`src/rtl/dupmem_pkg.sv`:
```
package dupmem_pkg;

  typedef enum logic [1:0] {
    ST_IDLE = 2'd0,
    ST_EVAL = 2'd1,
    ST_FIX  = 2'd2
  } dm_state_e;

  typedef enum logic [1:0] {
    V_PRIME_OK   = 2'd0,
    V_USE_BACKUP = 2'd1,
    V_BOTH_BAD   = 2'd2
  } dm_verdict_e;

endpackage

```
`src/rtl/dupmem_array.sv`:
```
module dupmem_array #(
  parameter  int DATA_W = 16,
  parameter  int ADDR_W = 4,
  localparam int WORD_W = DATA_W + 1,
  localparam int DEPTH  = 1 << ADDR_W,
  localparam int BIT_W  = $clog2(WORD_W)
) (
  input  logic              clk_i,
  input  logic              rst_ni,
  input  logic [ADDR_W-1:0] rd_addr_i,
  output logic [WORD_W-1:0] rd_word_o,
  input  logic              we_i,
  input  logic [ADDR_W-1:0] wr_addr_i,
  input  logic [WORD_W-1:0] wr_word_i,
  input  logic              inj_en_i,
  input  logic [ADDR_W-1:0] inj_addr_i,
  input  logic [BIT_W-1:0]  inj_bit_i
);

  // zero data with its odd-parity bit set
  localparam logic [WORD_W-1:0] RST_WORD = WORD_W'(1) << DATA_W;

  logic [DEPTH-1:0][WORD_W-1:0] mem_q, mem_d;
  logic [WORD_W-1:0]            flip_mask;

  assign flip_mask = WORD_W'(1) << inj_bit_i;

  // next state: write first, then any injected inversion on top
  always_comb begin
    for (int i = 0; i < DEPTH; i++) begin
      mem_d[i] = mem_q[i];
      if (we_i && (wr_addr_i == ADDR_W'(i))) mem_d[i] = wr_word_i;
      if (inj_en_i && (inj_addr_i == ADDR_W'(i))) mem_d[i] = mem_d[i] ^ flip_mask;
    end
  end

  always_ff @(posedge clk_i or negedge rst_ni) begin
    if (!rst_ni) begin
      for (int i = 0; i < DEPTH; i++) mem_q[i] <= RST_WORD;
    end else if (we_i || inj_en_i) begin
      mem_q <= mem_d;
    end
  end

  assign rd_word_o = mem_q[rd_addr_i];

  // a word written with odd parity and no disturbance keeps odd parity
  a_r2_stored_odd: assert property (@(posedge clk_i) disable iff (!rst_ni)
    (we_i && !inj_en_i && (^wr_word_i)) |=> (^mem_q[$past(wr_addr_i)]));

endmodule

```
`src/rtl/dupmem_path.sv`:
```
module dupmem_path #(
  parameter int WORD_W = 17
) (
  input  logic              clk_i,
  input  logic              rst_ni,
  input  logic              capture_i,
  input  logic [WORD_W-1:0] word_i,
  output logic [WORD_W-1:0] buf_o,
  output logic              par_ok_o
);

  logic [WORD_W-1:0] buf_q, buf_d;

  assign buf_d = capture_i ? word_i : buf_q;

  always_ff @(posedge clk_i or negedge rst_ni) begin
    if (!rst_ni)        buf_q <= '0;
    else if (capture_i) buf_q <= buf_d;
  end

  assign buf_o    = buf_q;
  assign par_ok_o = ^buf_q;

  // the holding register keeps its word while a read is being resolved
  a_r3_buf_stable: assert property (@(posedge clk_i) disable iff (!rst_ni)
    !capture_i |=> $stable(buf_q));

endmodule

```
`src/rtl/dupmem_select.sv`:
```
module dupmem_select
  import dupmem_pkg::*;
#(
  parameter int WORD_W = 17
) (
  input  logic              prime_sel_i,
  input  logic [WORD_W-1:0] word_a_i,
  input  logic [WORD_W-1:0] word_b_i,
  input  logic              ok_a_i,
  input  logic              ok_b_i,
  output logic [WORD_W-1:0] prime_word_o,
  output logic [WORD_W-1:0] backup_word_o,
  output dm_verdict_e       verdict_o
);

  logic prime_ok, backup_ok;

  always_comb begin
    prime_word_o  = prime_sel_i ? word_b_i : word_a_i;
    backup_word_o = prime_sel_i ? word_a_i : word_b_i;
    prime_ok      = prime_sel_i ? ok_b_i : ok_a_i;
    backup_ok     = prime_sel_i ? ok_a_i : ok_b_i;
    if (prime_ok)       verdict_o = V_PRIME_OK;
    else if (backup_ok) verdict_o = V_USE_BACKUP;
    else                verdict_o = V_BOTH_BAD;
  end

endmodule

```
`src/rtl/dupmem_ctrl.sv`:
```
module dupmem_ctrl
  import dupmem_pkg::*;
#(
  parameter  int DATA_W = 16,
  parameter  int ADDR_W = 4,
  parameter  int CNT_W  = 8,
  localparam int WORD_W = DATA_W + 1,
  localparam int BIT_W  = $clog2(WORD_W)
) (
  input  logic              clk_i,
  input  logic              rst_ni,
  input  logic              req_valid_i,
  input  logic              req_write_i,
  input  logic [ADDR_W-1:0] req_addr_i,
  input  logic [DATA_W-1:0] req_wdata_i,
  output logic              req_ready_o,
  output logic              rsp_valid_o,
  output logic [DATA_W-1:0] rsp_rdata_o,
  output logic              err_corrected_o,
  output logic              err_uncorrectable_o,
  output logic              prime_sel_o,
  output logic [CNT_W-1:0]  corr_count_o,
  input  logic              inj_en_i,
  input  logic              inj_array_i,
  input  logic [ADDR_W-1:0] inj_addr_i,
  input  logic [BIT_W-1:0]  inj_bit_i
);

  // reset: asserted at once, released on the second clock edge
  logic [1:0] rst_sync_q;
  logic       rst_n;

  always_ff @(posedge clk_i or negedge rst_ni) begin
    if (!rst_ni) rst_sync_q <= '0;
    else         rst_sync_q <= {rst_sync_q[0], 1'b1};
  end
  assign rst_n = rst_sync_q[1];

  dm_state_e                 state_q, state_d;
  logic                      prime_q, prime_d;
  logic [CNT_W-1:0]          cnt_q, cnt_d;
  logic [ADDR_W-1:0]         addr_q, addr_d;
  logic                      accept_rd, accept_wr;
  logic [1:0][WORD_W-1:0]    rd_word, buf_word, wr_word;
  logic [1:0]                par_ok, we;
  logic [ADDR_W-1:0]         wr_addr;
  logic [WORD_W-1:0]         prime_word, backup_word, new_word;
  dm_verdict_e               verdict;

  assign req_ready_o = rst_n && (state_q == ST_IDLE);
  assign accept_rd   = req_ready_o && req_valid_i && !req_write_i;
  assign accept_wr   = req_ready_o && req_valid_i && req_write_i;
  assign new_word    = {~^req_wdata_i, req_wdata_i};

  for (genvar g = 0; g < 2; g++) begin : g_unit
    logic inj_hit;
    assign inj_hit = inj_en_i && (inj_array_i == 1'(g));

    dupmem_array #(.DATA_W(DATA_W), .ADDR_W(ADDR_W)) u_array (
      .clk_i      (clk_i),
      .rst_ni     (rst_n),
      .rd_addr_i  (req_addr_i),
      .rd_word_o  (rd_word[g]),
      .we_i       (we[g]),
      .wr_addr_i  (wr_addr),
      .wr_word_i  (wr_word[g]),
      .inj_en_i   (inj_hit),
      .inj_addr_i (inj_addr_i),
      .inj_bit_i  (inj_bit_i)
    );

    dupmem_path #(.WORD_W(WORD_W)) u_path (
      .clk_i     (clk_i),
      .rst_ni    (rst_n),
      .capture_i (accept_rd),
      .word_i    (rd_word[g]),
      .buf_o     (buf_word[g]),
      .par_ok_o  (par_ok[g])
    );
  end

  dupmem_select #(.WORD_W(WORD_W)) u_select (
    .prime_sel_i   (prime_q),
    .word_a_i      (buf_word[0]),
    .word_b_i      (buf_word[1]),
    .ok_a_i        (par_ok[0]),
    .ok_b_i        (par_ok[1]),
    .prime_word_o  (prime_word),
    .backup_word_o (backup_word),
    .verdict_o     (verdict)
  );

  // next state and outputs
  always_comb begin
    state_d             = state_q;
    prime_d             = prime_q;
    cnt_d               = cnt_q;
    addr_d              = addr_q;
    we                  = '0;
    wr_word             = {new_word, new_word};
    wr_addr             = addr_q;
    rsp_valid_o         = 1'b0;
    rsp_rdata_o         = prime_word[DATA_W-1:0];
    err_corrected_o     = 1'b0;
    err_uncorrectable_o = 1'b0;
    unique case (state_q)
      ST_IDLE: begin
        wr_addr = req_addr_i;
        if (accept_wr) we = 2'b11;
        if (accept_rd) begin
          addr_d  = req_addr_i;
          state_d = ST_EVAL;
        end
      end
      ST_EVAL: begin
        unique case (verdict)
          V_PRIME_OK: begin
            rsp_valid_o = 1'b1;
            we          = 2'b11;
            wr_word     = {prime_word, prime_word};
            state_d     = ST_IDLE;
          end
          V_USE_BACKUP: begin
            state_d = ST_FIX;
          end
          default: begin
            // both copies bad: each array restores its own word
            rsp_valid_o         = 1'b1;
            err_uncorrectable_o = 1'b1;
            we                  = 2'b11;
            wr_word             = buf_word;
            state_d             = ST_IDLE;
          end
        endcase
      end
      ST_FIX: begin
        rsp_valid_o     = 1'b1;
        rsp_rdata_o     = backup_word[DATA_W-1:0];
        err_corrected_o = 1'b1;
        we              = 2'b11;
        wr_word         = {backup_word, backup_word};
        prime_d         = !prime_q;
        if (cnt_q != '1) cnt_d = cnt_q + 1'b1;
        state_d         = ST_IDLE;
      end
      default: state_d = ST_IDLE;
    endcase
  end

  always_ff @(posedge clk_i or negedge rst_n) begin
    if (!rst_n) begin
      state_q <= ST_IDLE;
      prime_q <= 1'b0;
      cnt_q   <= '0;
      addr_q  <= '0;
    end else begin
      state_q <= state_d;
      if (state_q == ST_FIX) prime_q <= prime_d;
      if (state_q == ST_FIX) cnt_q   <= cnt_d;
      if (accept_rd)         addr_q  <= addr_d;
    end
  end

  assign prime_sel_o  = prime_q;
  assign corr_count_o = cnt_q;

  // no request is taken while a response is on the port
  a_r3_busy_while_rsp: assert property (@(posedge clk_i) disable iff (!rst_n)
    rsp_valid_o |-> !req_ready_o);
  // a correction flag always comes with a response
  a_r5_corr_has_rsp: assert property (@(posedge clk_i) disable iff (!rst_n)
    err_corrected_o |-> rsp_valid_o);
  // uncorrectable never coincides with corrected
  a_r9_uncorr_alone: assert property (@(posedge clk_i) disable iff (!rst_n)
    err_uncorrectable_o |-> (rsp_valid_o && !err_corrected_o));
  // roles swap after a correction
  a_r7_role_swap: assert property (@(posedge clk_i) disable iff (!rst_n)
    err_corrected_o |=> (prime_sel_o != $past(prime_sel_o)));
  // roles kept after a double fault
  a_r9_role_kept: assert property (@(posedge clk_i) disable iff (!rst_n)
    err_uncorrectable_o |=> $stable(prime_sel_o));
  // counter steps by one below its ceiling
  a_r8_count_step: assert property (@(posedge clk_i) disable iff (!rst_n)
    (err_corrected_o && (corr_count_o != '1)) |=> (corr_count_o == $past(corr_count_o) + 1'b1));
  // counter quiet without a correction
  a_r8_count_quiet: assert property (@(posedge clk_i) disable iff (!rst_n)
    !err_corrected_o |=> $stable(corr_count_o));

endmodule

```
`config.mk`:
```
export PLATFORM = sky130hd
export DESIGN_NAME = dupmem_ctrl
export DESIGN_NICKNAME = d
export VERILOG_FILES = /design/src/rtl/dupmem_pkg.sv /design/src/rtl/dupmem_array.sv /design/src/rtl/dupmem_path.sv /design/src/rtl/dupmem_select.sv /design/src/rtl/dupmem_ctrl.sv
export SDC_FILE = /design/constraint.sdc
export NUM_CORES = 2
export LEC_CHECK = 0
export BUFFER_PORTS_ARGS = -buffer_cell sky130_fd_sc_hd__clkbuf_2
export CORE_MARGIN = 5
export CORE_UTILIZATION = 50
export DETAILED_ROUTE_END_ITERATION = 8
export PLACE_DENSITY = 0.75
export SLEW_MARGIN = 20
export SYNTH_ARGS = -nofsm -noshare
export SYNTH_HDL_FRONTEND = slang
export SYNTH_SLANG_ARGS = --single-unit
```
`constraint.sdc`:
```
create_clock -name clk_i -period 39.9 [get_ports clk_i]
set_input_delay 1.995 -clock clk_i [delete_from_list [all_inputs] [get_ports clk_i]]
set_output_delay 1.995 -clock clk_i [all_outputs]
set_load 0.02 [all_outputs]
```
======== Word level (Yosys, flattened, before mapping) ========
Cells that the tools add are included.
word-level totals
  logic and storage cells ................. 282
  bits in registers ....................... 595
  output and inout bits ................... 29
cells by class
  $add $sub $neg .......................... 1
  shift-type cells ........................ 1
  reductions and logical operators ........ 83
  equal/unequal tests ..................... 35
  muxes and demuxes ....................... 89
  $lt $le $gt $ge ......................... 1
  bitwise logic cells ..................... 33
operator list
  operator              count
  $mux 17               68
  $xor 17x17->17        32
  $bmux 17 s4           2
  $pmux 34 s2           2
  $logic_and 1x1->1     70
  $eq 4x4->1 const B    16
  $reduce_xor 17->1     2
  $eq 4x3->1 const B    8
  $shl 1x5->17 const A  1
  $eq 4x2->1 const B    4
  $mux 16               1
  $reduce_xnor 16->1    1
  $mux 2                6
  $add 8x1->8 const B   1
  $eq 4x1->1 const B    2
  $logic_not 4->1       2
  $ne 8x8->1 const B    1
  $mux 1                6
  $pmux 2 s3            1
  $lt 4x5->1 const B    1
  $eq 2x1->1 const B    2
  $logic_not 2->1       2
  $mux 4                1
  $pmux 2 s2            1
  other kinds (8)       10

======== Logic depth before layout (Yosys ltp) ========
  depth in word-level cells ............... 11
  mapped depth ............................ 13
  mapped depth without buffers ............ 10

======== Modules after synthesis ========
Synthesis repeated with hierarchy kept, for this count alone.
second synthesis, totals
  cell total of the unflattened synthesis .. 3210
  area, all modules ....................... 35716.8 um^2
modules (own cells, without submodules)
  module         area each (um^2)  cells an instance  instances
  dupmem_array   15781.4           1391               2
  dupmem_ctrl    2015.7            284                1
  dupmem_path    779.5             51                 2
  dupmem_select  579.3             42                 1

======== Worst setup path after synthesis ========
No wires, ideal clock.
  kind .................................... flip-flop to output port
  start point ............................. register rst_sync_q[1]
  end point ............................... output port req_ready_o
  cell stages (with the launch flop) ...... 2
  required time ........................... 37.905 ns
  buffers on the path ..................... 0
  arrival time ............................ 14.345 ns
  slack ................................... 23.560 ns
  path through ............................ dfrtp_1 and2_1
on the way
  word-level cells in the longest chain between the ends .. 1
ends and longest elaborated chain
  what                      RTL line           text
  start: declaration        dupmem_ctrl.sv:30  logic [1:0] rst_sync_q;
  start signal: assignment  dupmem_ctrl.sv:35  else rst_sync_q <= {rst_sync_q[0], 1'b1};
  $logic_and 1x1->1         dupmem_ctrl.sv:50  assign req_ready_o = rst_n && (state_q == ST_IDLE);
  end: declaration          dupmem_ctrl.sv:16  output logic req_ready_o,
No other way between the ends.

======== Worst setup path in the final report ========
  start point ............................. register g_unit[1].u_path.buf_q[3]
  end point ............................... output port rsp_valid_o
on the way
  word-level cells in the longest chain between the ends .. 7
  elaborated cells between the ends (all ways) .. 8
ends and longest elaborated chain
  what                      RTL line             text
  start: declaration        dupmem_path.sv:12    logic [WORD_W-1:0] buf_q, buf_d;
  start signal: assignment  dupmem_path.sv:18    else if (capture_i) buf_q <= buf_d;
  $reduce_xor 17->1 *       dupmem_path.sv:22    assign par_ok_o = ^buf_q;
  $mux 1                    dupmem_select.sv:22  backup_ok = prime_sel_i ? ok_a_i : ok_b_i;
  $mux 2                    dupmem_select.sv:24  else if (backup_ok) verdict_o = V_USE_BACKUP;
  $mux 2 *                  dupmem_select.sv:23  if (prime_ok) verdict_o = V_PRIME_OK;
  $eq 2x1->1 *              dupmem_ctrl.sv:116   unique case (verdict)
  $mux 1 *                  dupmem_ctrl.sv:116
  $pmux 1 s2 *              dupmem_ctrl.sv:106   unique case (state_q)
  end: declaration          dupmem_ctrl.sv:17    output logic rsp_valid_o,
Mark *: on every way between the ends. The rest lies on a longest branch, timed or not.

==> summary.md <==
| Metric | Value |
|---|---|
| Status | finished clean |
| Maximum operating frequency | 0.165 GHz |
| Final Hold Viols | 0 |
| Critical Path, Cell by Cell | xnor2_1, xnor2_1, xnor2_1, xnor3_1, a21oi_4, nor2_1, nor2_1, clkbuf_2 |
| Post-DP HPWL | 64200 µm |
| Total Routed Length | 113000 µm |
| Routed WL per cell | 24.2 µm |
| Worst skew pair latency | 0.64 ns |
| YS warnings | 0 |
| Post-route cell area | 38800 µm² |
| Slowest CP cell | a21oi_4 |
| CP max stage delay | 0.91 ns |
| Crit-path most repeated cell | xnor2_1 |
| TritonCTS clock tree | built |
| Worst-Margin Slew | 1.17 ns |
| Clock Power Share | 16.3% |
| Antenna Nets Post-Route | 0 |
| Synthesized area | 35800 µm² |
| Total GRT Usage | 28.8% |
| Placeable Area | 71200 µm² |
| Mapped Nets | 3809 |
| Initial core utilization | 50.2% |
| Unrepaired setup endpoints after global routing | false |
| CTS buffer count | 59 |
| Combinational Power Share | 55.0% |
| Internal power | 1.82 mW |
| Top delay family on crit path | XOR/XNOR gates |
| Flops & latches, synth | 595 |
| Pwr Density | 90.9 nW/µm² |
| PostCTS Resize Cnt | 0 |
| Input/output buffers | 63 |
| Synth-to-Final Area Change | 8.44% |
| Buf+Inv Stages, Crit Path | 1 |
| Crit path max fanout | 19 |
| Die Y | 277 µm |
| CP Class | reg2out |
| Critical Path AT | 4.06 ns |
| CP endpoint kind | output port |
| First-pass DRT Iterations | 6 |
| Count of final max-slew check failures | 0 |
| CP required | 37.90 ns |
| Antenna violations before repair | 5 |
| Maximum clock insertion buffer count | 3 |
| Num Clock Sinks | 595 |
| Dpl ws | 34.13 ns |
| Iter 0 DRT Violations | 3792 |
| Placer Congestion | 0.893 |
| Finish-stage setup viols | 0 |
| H-tree Lvls | 2 |
| Relative slew slack | 20.9% |
| Post-Route Skew | 0.0219 ns |
| Pwr Total | 3.52 mW |
| Post-CTS Setup Inserts | 0 |
| Post-synth cell types | 59 |
| Syn Inst Count | 3769 |
| Pleak | 15.1 nW |
| Total grt overflow | 0 |
| Final period util | 15.2% |
| Syn_area_per_cell | 9.49 µm² |
| Num ports | 64 |
| Share of cells above drive strength 1 | 17.1% |
| Layout Cells excl Fill | 4662 |
| Post-DP Area | 36800 µm² |
| Worst Setup SP | g_unit[1].u_path.buf_o[3] |
| Hold WC Path Type | reg2async |
| Cell row count | 98 |
| Global-route wire length before repair | 173000 µm |
| Vias per cell | 6.18 |
| Number of synthesized flops with an enable pin | 0 |
| Post-synth ARST share | 100% |
| Via count | 28806 |
| Reg2reg start | g_unit[1].u_path.buf_o[4] |
| Largest net degree at the start of global routing | 148 |
| Sequential Power Share | 28.8% |
| DR DRC count | 0 |
| Switching Power | 1.71 mW |
| Seq/Total Area, Yosys | 41.8% |
| Max-cap violation count | 0 |
| Cell count after placement | 4552 |
| Fin worst setup slack | 33.84 ns |
| Ys flop type | dfrtp_1 |
| Die area | 77000 µm² |
| Minimum clock period | 6.06 ns |
| Switching part of the total | 48.5% |
| Setup TNS | 0 ns |
| Peak supply drop | 0.235 mV |
| Layout net count | 3704 |
| Clock-pin transition on the worst setup and hold timing paths | 0.07 ns |
| Number of global-route vias before repair | 28486 |
| Die width | 277 µm |
| Root Buffer Master | clkbuf_16 |
| Hold buffers post-CTS | 0 |
| Worst Setup Start Kind | flip-flop |
-- path summary, 6_finish.rpt --
check / to / slack (ns) / cells past startpoint
worst max-delay path: rsp_valid_o / 33.84 / 8
worst min-delay path: g_unit[1].u_array.mem_q[247] / 0.18 / 0
worst max register to register: g_unit[1].u_array.mem_q[169] / 34.97 / 9
worst min register to register: g_unit[1].u_array.mem_q[247] / 0.18 / 0
max in group asynchronous: g_unit[0].u_array.mem_q[19] / 36.07 / 4
min in group clk_i: rst_sync_q[1] / 0.35 / 0
-- worst reg2reg max path: cells and delay by family (launching register included) --
| family | cells | cell delay [ns] |
|---|---|---|
| xor gates and xnor gates | 5 | 1.90 |
| buffers and inverters | 1 | 0.67 |
| AOI/OAI and AO/OA | 3 | 1.63 |
| DFF | 1 | 0.66 |
-- kinds of logic after synthesis --
| logic type | count (synthesis) | synth area share, % |
|---|---|---|
| simple gates | 1329 | 14.4 |
| compound gates | 674 | 11.8 |
| xor+xnor | 598 | 14.8 |
| flops | 595 | 41.8 |
| buf+inv | 325 | 4.00 |
| mux | 242 | 13.0 |
| fa+ha+maj | 5 | 0.175 |
| other cells | 1 | 0.0105 |
-- layout make-up --
type	instances	area, µm²
Tap cell	950	1190
Multi-Input combinational cell	2849	19600
Antenna cell	3	7.51
Inverter	11	41.3
Sequential cell	595	14900
Clock inverter	13	146
Clock buffer	93	1810
Timing Repair Buffer	148	1000
Fill cell	6022	32500
-- registers in the layout, indices dropped and copies added (netlist names) --
register	cells
addr_q	4
corr_count_o	8
g_unit.u_array.mem_q	544
g_unit.u_path.buf_o	34
prime_sel_o	1
rst_sync_q	2
state_q	2
-- layer usage --
| metal | routed length, µm | up-vias | track usage, % |
|---|---|---|---|
| met5 | 35 | - | 0 |
| met3 | 15000 | 430 | 7.36 |
| li1 | - | 12426 | - |
| met1 | 42600 | 14105 | 39.7 |
| met4 | 6250 | 6 | 12.9 |
| met2 | 49200 | 1839 | 43.4 |
-- metrics by stage --
step	hold slack (ns)	utilization, %
floorplan	0.331	-
detailed placement	0.193	51.6
CTS	0.187	54.4
finish	0.178	54.4
global route	0.200	54.4
global placement	0.197	51.6
-- cells in the final DEF (no fill, tap or decap), drive strengths merged, types with 4 or more instances in the layout --
cell type	Yosys	layout
xnor3	5	5
or3	5	5
o21ai	415	415
and3	8	8
o211ai	12	12
mux4	170	170
nand2b	9	9
nor2	335	335
inv	11	11
a21oi	170	170
clkinv	0	9
buf	98	88
mux2	54	54
o311ai	16	16
dfrtp	563	563
clkbuf	216	153
xnor2	460	460
nor4	7	7
o221a	16	16
nor2b	4	4
nand2	905	905
nor3	36	36
nand3	11	11
xor2	133	133
a31oi	33	33
dfstp	32	32
mux2i	18	18
ha	5	5
-- power by group through the flow --
stage	clock, mW	sequential (mW)	combinational (mW)
CTS	0.576	1.01	1.89
finish	0.573	1.01	1.94
global route	0.601	1.04	2.05
detailed placement	0	1.02	1.89
global placement	0	1.01	1.85
floorplan	0	0.960	1.55
-- cells in the mapped netlist, types with 7 or more instances --
cell type / count / area share [%]
nand3_1: 11 / 0.15
nor3_1: 36 / 0.50
buf_2: 58 / 0.81
xnor2_1: 460 / 11
o311ai_4: 16 / 1.2
a31oi_1: 32 / 0.56
nand2_1: 905 / 9.5
a21oi_2: 44 / 1.1
clkbuf_1: 202 / 2.1
buf_6: 13 / 0.41
mux2i_1: 17 / 0.48
clkbuf_2: 14 / 0.20
mux2_2: 53 / 1.7
dfstp_2: 32 / 2.4
and3_1: 8 / 0.14
inv_1: 11 / 0.12
nand2b_1: 9 / 0.16
o221a_2: 16 / 0.50
dfrtp_1: 563 / 39
o21ai_1: 171 / 2.4
xor2_1: 133 / 3.3
nor4_1: 7 / 0.12
o21ai_0: 226 / 3.2
buf_1: 24 / 0.25
a21oi_1: 125 / 1.7
nor2_1: 335 / 3.5
o21ai_2: 18 / 0.44
mux4_2: 170 / 11
Note: power is estimated with default switching activity, not from simulation.
